$ cat src/rtl/mdrv_fault_sup.sv
module mdrv_fault_sup #(
  parameter int unsigned ILIM_DLY = 30,
  parameter int unsigned ILIM_FLT = 2_750_000,
  parameter int unsigned OCP_DLY  = 20
) (
  input  logic       clk,
  input  logic       rst_n,
  input  logic       ilim_cmp,
  input  logic       ocp_cmp,
  input  logic       uv_cmp,
  input  logic       ot_flag,
  input  logic       wr_en,
  input  logic       wr_sel,
  input  logic [7:0] wr_data,
  output logic [7:0] status,
  output logic       fault_n,
  output logic       duty_reduce,
  output logic       bridge_off
);
  localparam int DW = $clog2(ILIM_DLY + 1);
  localparam int FW = $clog2(ILIM_FLT + 1);
  localparam int OW = $clog2(OCP_DLY + 1);
  localparam logic [DW-1:0] DLY_MAX = DW'(ILIM_DLY);
  localparam logic [FW-1:0] FLT_MAX = FW'(ILIM_FLT);
  localparam logic [OW-1:0] OCP_MAX = OW'(OCP_DLY);

  logic [DW-1:0] dly_cnt;
  logic [FW-1:0] flt_cnt;
  logic [OW-1:0] ocp_cnt;
  logic il_q, oc_q, ot_q, uv_q, any_flt;

  wire flt_hit = ilim_cmp && (flt_cnt >= FLT_MAX - 1'b1);
  wire ocp_hit = ocp_cmp  && (ocp_cnt >= OCP_MAX - 1'b1);
  wire clr_all = wr_en && wr_sel && wr_data[7];
  wire clr_il  = clr_all || (wr_en && !wr_sel && (wr_data[1] == wr_data[0]));

  always_ff @(posedge clk or negedge rst_n) begin
    if (!rst_n) begin
      dly_cnt <= '0;
      flt_cnt <= '0;
      ocp_cnt <= '0;
    end else begin
      if (!ilim_cmp) dly_cnt <= '0;
      else if (dly_cnt != DLY_MAX) dly_cnt <= dly_cnt + 1'b1;
      if (!ilim_cmp) flt_cnt <= '0;
      else if (flt_cnt != FLT_MAX) flt_cnt <= flt_cnt + 1'b1;
      if (!ocp_cmp) ocp_cnt <= '0;
      else if (ocp_cnt != OCP_MAX) ocp_cnt <= ocp_cnt + 1'b1;
    end
  end

  always_ff @(posedge clk or negedge rst_n) begin
    if (!rst_n) begin
      il_q <= 1'b0;
      oc_q <= 1'b0;
      ot_q <= 1'b0;
      uv_q <= 1'b0;
    end else begin
      il_q <= clr_il  ? 1'b0 : (il_q | flt_hit);
      oc_q <= clr_all ? 1'b0 : (oc_q | ocp_hit);
      ot_q <= clr_all ? 1'b0 : ot_flag;
      uv_q <= clr_all ? 1'b0 : uv_cmp;
    end
  end

  assign any_flt     = il_q | oc_q | ot_q | uv_q;
  assign status      = {3'b000, il_q, ot_q, uv_q, oc_q, any_flt};
  assign fault_n     = ~any_flt;
  assign duty_reduce = (dly_cnt == DLY_MAX);
  assign bridge_off  = oc_q | ot_q | uv_q;
endmodule

$ cat config.mk
export PLATFORM = sky130hd
export DESIGN_NAME = mdrv_fault_sup
export DESIGN_NICKNAME = d
export VERILOG_FILES = /design/src/rtl/mdrv_fault_sup.sv
export SDC_FILE = /design/constraint.sdc
export NUM_CORES = 1
export LEC_CHECK = 0
export BUFFER_PORTS_ARGS = -buffer_cell sky130_fd_sc_hd__buf_2
export CAP_MARGIN = 20
export CORE_ASPECT_RATIO = 1.5
export CORE_MARGIN = 5
export CORE_UTILIZATION = 55
export DETAILED_ROUTE_END_ITERATION = 7
export GPL_ROUTABILITY_DRIVEN = 0
export GPL_TIMING_DRIVEN = 0
export PLACE_DENSITY_LB_ADDON = 0.12
export SYNTH_ARGS = -nofsm -noshare
export SYNTH_HDL_FRONTEND = slang
export SYNTH_SLANG_ARGS = --single-unit
$ cat constraint.sdc
create_clock -name clk -period 4.8 [get_ports clk]
set_clock_uncertainty 0.1 [all_clocks]
set_input_delay 0.24 -clock clk [delete_from_list [all_inputs] [get_ports clk]]
set_output_delay 0.24 -clock clk [all_outputs]
set_load 0.05 [all_outputs]
==> PnR_summary.wiki, run 1 <==
{| class="wikitable"
! Metric !! Value
|-
| Run status || finished, final reports clean
|-
| Synthesis Warnings || 0
|-
| Number of max-cap violations || 0
|-
| GRT Residual Overflow || 0
|-
| Most common library cell in the layout ignoring fill and taps || sky130_fd_sc_hd__dfrtp_1
|-
| Required @ worst endpoint || roughly 4.5 ns
|-
| Nets || roughly 270
|-
| Area Overhead vs Synth || 12.3%
|-
| Xor/xnor share of the synthesized area || 6.43%
|-
| Cell taking the most area after synthesis || sky130_fd_sc_hd__dfrtp_1
|-
| Arrival time of data at the critical path endpoint || roughly 1.7 ns
|-
| Count of nets left with antenna violations after detail routing || 0
|-
| Area of the mapped netlist || ~2000 µm²
|-
| Crit end category || primary output
|-
| Wirelength per Cell || about 14 µm
|-
| Synth top area cells || sky130_fd_sc_hd__dfrtp_1 44%, sky130_fd_sc_hd__xnor2_1 4.7%, sky130_fd_sc_hd__mux2i_1 4.4%
|-
| Starting DRT DRC Count || 50
|-
| Synth Area in Compound Gates || ~6.4%
|-
| First-pass GRT wire length || between 6 and 7 mm
|-
| Setup violations, final || 0
|-
| Post-Synth Adder-Cell Area || ~3.7%
|-
| Number of gates given a new drive strength after cts || 0
|-
| Predominant post-synthesis flop cell || sky130_fd_sc_hd__dfrtp_1
|-
| Buffer levels on the longest clock path || 2
|-
| Ys async rst share || 100%
|-
| Fin crit period || between 2 and 2.5 ns
|-
| Max-slew violations || 0
|-
| Placed instance count || between 200 and 300
|-
| Top-Level Pins || 27
|-
| DRC violation count after routing || 0
|-
| Worst IR drop on VDD || between 0.2 and 0.25 mV
|-
| Max Clock Freq || between 0.4 and 0.5 GHz
|-
| Avg Inst Size Synth || between 9 and 10 µm²
|-
| Peak fanout along the critical path || 3
|-
| Number of H-tree levels || 2
|-
| Class of the tightest hold or removal check || input pin to flip-flop
|-
| HPWL Detailed || roughly 2.8 mm
|-
| Tot GR Track Use || between 15 and 20%
|-
| Final Hold Vio Count || 0
|-
| Standard cell core area || around 3600 µm²
|-
| Portion of the post-synthesis area used by sequential elements || between 40% and 50%
|-
| Clock sink count || 36
|-
| Area enclosed by the die boundary || just over 5000 µm²
|-
| Fraction of final layout cells with drive strength greater than 1 || ~17%
|-
| Register bit total from synthesis || 36
|-
| Total Routed Length || between 3 and 4 mm
|-
| DR vias/cell || between 5 and 6
|-
| Cell Count, Final, Fillers Out || roughly 290
|-
| Fill cell count || 350
|-
| Cells after synthesis || ~220
|-
| Synthesized-area fraction occupied by and/or/nand/nor cells || 29.2%
|-
| Setup WS post-layout || 2.74 ns
|-
| Total placed instance area || 2190 µm²
|-
| Unrepaired setup endpoints after global routing || false
|-
| Later-pin clock latency in the skew report || slightly below 0.3 ns
|-
| Buffers added on ports || 18
|-
| Pwr/cell area || between 200 and 300 nW/µm²
|-
| Fraction of the cycle the final worst path needs || a little over two fifths
|-
| Number of flops mapped to enable cells by yosys || 0
|-
| Number of placement rows || 27
|-
| Setup CP Type || flip-flop to primary output
|-
| Clock-pin transition on the worst setup and hold timing paths || roughly 0.07 ns
|-
| Effective utilization at floorplan || between 50% and 60%
|-
| Number of antenna repair diodes || 0
|-
| Via count || between 1500 and 2000
|-
| Kind of start point of the critical path || flip-flop
|-
| Final setup TNS || 0 ns
|-
| Clock root buffer master || sky130_fd_sc_hd__clkbuf_8
|-
| DR pass1 iterations || 4
|-
| Floorplan die height || between 80 and 90 µm
|-
| Static leakage power || roughly 1.1 nW
|-
| Width of the die || between 50 and 60 µm
|-
| Worst setup slack before clock tree synthesis || just under 3 ns
|-
| Most frequent cells in the layout || 36 x sky130_fd_sc_hd__dfrtp_1, 22 x sky130_fd_sc_hd__nand2_1, 20 x sky130_fd_sc_hd__nor2_1, 18 x sky130_fd_sc_hd__buf_2, 17 x sky130_fd_sc_hd__nand3_1
|-
| Least-Margin Pin Slew || 0.812 ns
|-
| Mux contribution to synthesized area || under 10%
|-
| Combinational family with the most area after synthesis || simple AND/OR/NAND/NOR gates
|-
| Area share of the largest cell type after synthesis || about 44%
|-
| Largest net degree at the start of global routing || 37
|-
| Worst slew margin relative to its limit || a little under half
|-
| Final std cell area, no fill || between 2000 and 2500 µm²
|-
| TritonCTS clock tree || yes
|-
| Antenna violations before repair || 0
|-
| Number of global-route vias before repair || 1593
|-
| Distinct cells, synth || 42
|-
| Number of buffers created by CTS || 5
|}
## final timing paths
| check | end | cells past startpoint | slack, ns | from |
|---|---|---|---|---|
| min in group asynchronous | flt_cnt[1]$_DFFE_PN0P_ | 2 | 0.47 | rst_n |
| min reg2reg | dly_cnt[3]$_DFFE_PN0P_ | 1 | 0.43 | dly_cnt[3]$_DFFE_PN0P_ |
| max reg2reg | flt_cnt[16]$_DFFE_PN0P_ | 5 | 2.91 | flt_cnt[0]$_DFFE_PN0P_ |
| min | uv_q$_DFF_PN0_ | 2 | 0.06 | uv_cmp |
| max in group asynchronous | ocp_cnt[0]$_DFFE_PN0P_ | 2 | 3.61 | rst_n |
| max | status[0] | 4 | 2.74 | oc_q$_DFF_PN0_ |
## state kept, by name, indices dropped and copies added (netlist names)
signal / count
dly_cnt: 5
flt_cnt: 22
il_q: 1
oc_q: 1
ocp_cnt: 5
ot_q: 1
uv_q: 1
## worst max-delay path, cell delays in order (launching register included)
cell                      delay (ns)
sky130_fd_sc_hd__dfrtp_1        0.41
sky130_fd_sc_hd__or3_1          0.39
sky130_fd_sc_hd__or2_2          0.30
sky130_fd_sc_hd__buf_4          0.13
sky130_fd_sc_hd__buf_2          0.20
## synth_stat cells, types with 4 or more instances
cell type and number:
sky130_fd_sc_hd__a21oi_1 6, sky130_fd_sc_hd__buf_4 8, sky130_fd_sc_hd__dfrtp_1 36, sky130_fd_sc_hd__ha_1 6, sky130_fd_sc_hd__inv_1 10, sky130_fd_sc_hd__mux2i_1 9, sky130_fd_sc_hd__nand2_1 22, sky130_fd_sc_hd__nand2b_1 8
sky130_fd_sc_hd__nand3_1 17, sky130_fd_sc_hd__nand4_1 5, sky130_fd_sc_hd__nor2_1 20, sky130_fd_sc_hd__nor3_1 8, sky130_fd_sc_hd__o21ai_0 5, sky130_fd_sc_hd__xnor2_1 11, sky130_fd_sc_hd__xor2_1 4
## final cells by class
cell class              instances  area, µm²  area share [%]
repair buffers                 19        100            4.36
plain buffers                  11       71.3            3.11
inverters                      11       41.3            1.80
clock buffers                   8       90.1            3.93
flip-flops and latches         36        901            39.3
multi-input cells             159       1040            45.2
well taps                      43       53.8            2.35
## layer usage
layer  track usage [%]  share of wire [%]  up-vias
met2              29.8                 52       35
met4              8.47                2.5        0
met3              4.00                4.1       10
li1                  -                  -      784
met1              20.4                 41      749
met5                 0                  0        -
## what timing repair did
action | CTS | global route
hold endpoints to repair | 36 | 0
endpoints found under the setup margin | 0 | 0
hold buffers | 1 | 0
setup buffers | 0 | 0
## stage by stage
stage / util, % / power [mW] / hold slack [ns]
3_3_place_gp: 60.1 / 0.388 / 0.279
4_1_cts: 62.9 / 0.616 / 0.0452
5_1_grt: 62.9 / 0.635 / 0.0524
2_1_floorplan: - / 0.368 / -0.156
6_report: 62.9 / 0.608 / 0.0563
3_5_place_dp: 60.1 / 0.389 / 0.281
## where the power goes
part	internal (mW)	switching [mW]	leakage [nW]
clock	0.117	0.108	0.0455
combinational	0.0217	0.0419	0.569
sequential	0.310	0.00920	0.491
total	0.449	0.159	1.11
## kinds of logic after synthesis
kind of cell | Yosys count
AND/OR/NAND/NOR | 105
buffers and inverters | 22
adder cells (fa/ha/maj) | 6
XOR/XNOR | 15
AO/OA/AOI/OAI | 21
multiplexers | 9
flip-flops | 36
other | 1
(Power assumes the default switching activity.)
==> inputs of run 2 (changes only) <==
clock period = 2.12 ns   (was 4.8 ns; I/O delays follow)
==> run 2 against run 1 <==
  * Die area is the same
  * Sequential share of layout area down 0.67 points
  * Count of clock-buffer cells in the layout did not move
  * Non-clock buffer count increased by 4
  * Cell area increased by 1.7%
  * Global-route usage rose by 0.30 points
  * Combinational power is 140% higher
  * Sequential power rose by 130%
  * Wire length increased by 1.7%
  * Sequential cell count stayed put
==> PnR_summary.wiki, run 2 (same netlist as run 1, synthesis figures left out) <==
{| class="wikitable"
! Metric !! Value
|-
| Number of buffers inserted to repair setup after CTS || 0 (unchanged)
|-
| Tot GR Track Use || 18.0% (was 17.7%)
|-
| Buffers added on ports || 18 (unchanged)
|-
| Number of stages on the worst hold path || 4 (was 2)
|-
| Run status || finished, final reports clean (unchanged)
|-
| Clock-pin transition on the worst setup and hold timing paths || 0.07 ns (about the same)
|-
| Kind of start point of the critical path || flip-flop (unchanged)
|-
| Starting DRT DRC Count || 41 (was 50)
|-
| Max Clock Freq || ~0.52 GHz
|-
| Most frequent cells in the layout || 36 x sky130_fd_sc_hd__dfrtp_1, 22 x sky130_fd_sc_hd__nand2_1, 20 x sky130_fd_sc_hd__nor2_1, 18 x sky130_fd_sc_hd__buf_2, 17 x sky130_fd_sc_hd__nand3_1 (unchanged)
|-
| Count of nets left with antenna violations after detail routing || 0 (unchanged)
|-
| Pwr/cell area || 593 nW/µm² (was 265 nW/µm²)
|-
| Worst r2r dst || flt_cnt[16]$_DFFE_PN0P_ (unchanged)
|-
| Least-Margin Pin Slew || 0.811 ns (was 0.812 ns)
|-
| Number of buffers created by CTS || 5 (unchanged)
|-
| Nets || 269 (was 265)
|-
| First-pass GRT wire length || 7.04 mm (was 6.91 mm)
|-
| Fin crit period || between 1.5 and 2 ns
|-
| Startpoint of the most critical hold path || wr_data[7] (was uv_cmp)
|-
| Setup CP Type || flip-flop to primary output (unchanged)
|-
| GRT Residual Overflow || 0 (unchanged)
|-
| Number of max-cap violations || 0 (unchanged)
|-
| Highest metal layer with signal wires || met4 (unchanged)
|-
| Area enclosed by the die boundary || 5060 µm² (unchanged)
|-
| Clock root buffer master || sky130_fd_sc_hd__clkbuf_8 (unchanged)
|-
| Most common library cell in the layout ignoring fill and taps || sky130_fd_sc_hd__dfrtp_1 (unchanged)
|-
| Buffer levels on the longest clock path || 2 (unchanged)
|-
| Final setup TNS || 0 ns (unchanged)
|-
| DR vias/cell || 5.47 (was 5.50)
|-
| DRT met1 WL || 1.62 mm (was 1.60 mm)
|-
| Worst slew margin relative to its limit || 45.9% (about the same)
|-
| Final core utilization || 64.0% (was 62.9%)
|-
| Flip-flop count of the largest register after layout || 22 (unchanged)
|-
| Total Routed Length || 3.96 mm (was 3.89 mm)
|-
| Final Hold Vio Count || 0 (unchanged)
|-
| HPWL Detailed || 2.83 mm (unchanged)
|-
| Effective utilization at floorplan || 56.0% (unchanged)
|-
| Fraction of the cycle the final worst path needs || 90.6%
|-
| Worst setup slack before clock tree synthesis || 0.241 ns (was 2.92 ns)
|-
| Antenna violations before repair || 0 (unchanged)
|-
| Quantity of hold-fixing buffers added after cts || 5 (was 1)
|-
| Worst r2r path cells || 5 (unchanged)
|-
| Static leakage power || 1.12 nW (was 1.11 nW)
|-
| Reg-to-reg critical path startpoint || flt_cnt[0]$_DFFE_PN0P_ (unchanged)
|-
| DR pass1 iterations || 4 (unchanged)
|-
| Routed met2 length || 2.09 mm (was 2.03 mm)
|-
| DRC violation count after routing || 0 (unchanged)
|-
| Fill cell count || 342 (was 350)
|-
| Cell with the largest stage delay on the worst path || sky130_fd_sc_hd__dfrtp_1 (unchanged)
|-
| Worst setup slack for register-to-register paths || 0.23 ns (was 2.91 ns)
|-
| Wirelength per Cell || 13.6 µm (about the same)
|-
| Crit end category || primary output (unchanged)
|-
| Worst IR drop on VDD || 0.466 mV (was 0.206 mV)
|-
| Class of the tightest hold or removal check || input pin to flip-flop (unchanged)
|-
| Area Overhead vs Synth || 14.3% (was 12.3%)
|-
| Arrival time of data at the critical path endpoint || 1.72 ns (about the same)
|-
| Number of antenna repair diodes || 0 (unchanged)
|-
| Setup WS post-layout || 0.198 ns (was 2.74 ns)
|-
| Width of the die || 59.8 µm (unchanged)
|-
| Largest net degree at the start of global routing || 37 (unchanged)
|-
| Routed length on met3 || 155 µm (was 161 µm)
|-
| Clock sink count || 36 (unchanged)
|-
| Cells along the critical path || or3_1, or2_2, buf_4, buf_2 (unchanged)
|-
| Later-pin clock latency in the skew report || 0.29 ns (about the same)
|-
| Via count || 1591 (was 1578)
|-
| Fraction of final layout cells with drive strength greater than 1 || 16.5% (was 16.8%)
|-
| Number of placement rows || 27 (unchanged)
|-
| Number of global-route vias before repair || 1624 (was 1593)
|-
| Dominant delay contributor by cell family on the critical path || simple AND/OR/NAND/NOR gates (unchanged)
|-
| Max-slew violations || 0 (unchanged)
|-
| Unrepaired setup endpoints after global routing || false (unchanged)
|-
| Setup violations, final || 0 (unchanged)
|-
| Number of buffers and inverters on the critical path || 2 (unchanged)
|-
| Floorplan die height || 84.6 µm (unchanged)
|-
| Hold Crit Endpoint || il_q$_DFF_PN0_ (was uv_q$_DFF_PN0_)
|-
| Largest registers || flt_cnt x22, dly_cnt x5, ocp_cnt x5 (unchanged)
|-
| Critical Path Max Stage Delay || 0.41 ns (about the same)
|-
| Number of gates given a new drive strength after cts || 0 (unchanged)
|-
| Tightest hold margin || 0.0394 ns (was 0.0563 ns)
|-
| Required @ worst endpoint || 1.91 ns (was 4.46 ns)
|-
| Number of H-tree levels || 2 (unchanged)
|-
| Register containing the most flip-flops in the final layout || flt_cnt (unchanged)
|-
| Top-Level Pins || 27 (unchanged)
|-
| TritonCTS clock tree || yes (unchanged)
|-
| Peak fanout along the critical path || 3 (unchanged)
|-
| Standard cell core area || 3650 µm² (unchanged)
|}
run 2: changes by cell type in the layout (fill, tap and decap cells not counted):
cell,previous run,this run
sky130_fd_sc_hd__dlygate4sd3_1,1,5
run 2: worst max-delay path by stage:
stage	from	endpoint	slack (ns)	depth (start not counted)
after detailed placement	flt_cnt[0]$_DFFE_PN0P_	flt_cnt[16]$_DFFE_PN0P_	0.24	5
final	oc_q$_DFF_PN0_	status[0]	0.20	4
after global placement	flt_cnt[0]$_DFFE_PN0P_	flt_cnt[16]$_DFFE_PN0P_	0.26	5
after CTS	oc_q$_DFF_PN0_	status[0]	0.17	4
after floorplan	oc_q$_DFF_PN0_	fault_n	0.27	3
after global routing	oc_q$_DFF_PN0_	status[0]	0.13	4
run 2: metal layers:
| metal | vias to the layer above | GRT usage (%) |
|---|---|---|
| li1 | 793 | - |
| met1 | 756 | 20.4 |
| met2 | 32 | 30.7 |
| met3 | 10 | 4.15 |
| met4 | 0 | 8.47 |
| met5 | - | 0 |
run 2: layout make-up:
type	count	area [µm²]	share of cell area, %
plain buffers	11	71.3	3.06
clock buffers	8	90.1	3.86
well taps	43	53.8	2.31
repair buffers	23	140	6.01
flip-flops and latches	36	901	38.6
multi-input cells	159	1040	44.4
inverters	11	41.3	1.77
run 2: through the flow:
step	std cells	instance area, µm²	total power [mW]
2_1_floorplan	217	2050	0.834
3_3_place_gp	278	2190	0.879
3_5_place_dp	278	2190	0.882
4_1_cts	291	2330	1.40
5_1_grt	291	2330	1.44
6_report	291	2330	1.38
run 2: worst register-to-register path: stages, from the launching register on:
cell                      delay (ns)
sky130_fd_sc_hd__dfrtp_1        0.46
sky130_fd_sc_hd__ha_1           0.32
sky130_fd_sc_hd__nand3_4        0.16
sky130_fd_sc_hd__nor4_4         0.44
sky130_fd_sc_hd__nand3_1        0.15
sky130_fd_sc_hd__mux2i_1        0.14
run 2: power by group:
group / switching [mW] / internal, mW / total (mW) / leakage (nW)
Sequential: 0.0208 / 0.703 / 0.723 / 0.491
Clock: 0.245 / 0.265 / 0.510 / 0.0455
Combinational: 0.0963 / 0.0539 / 0.150 / 0.585
Total: 0.362 / 1.02 / 1.38 / 1.12
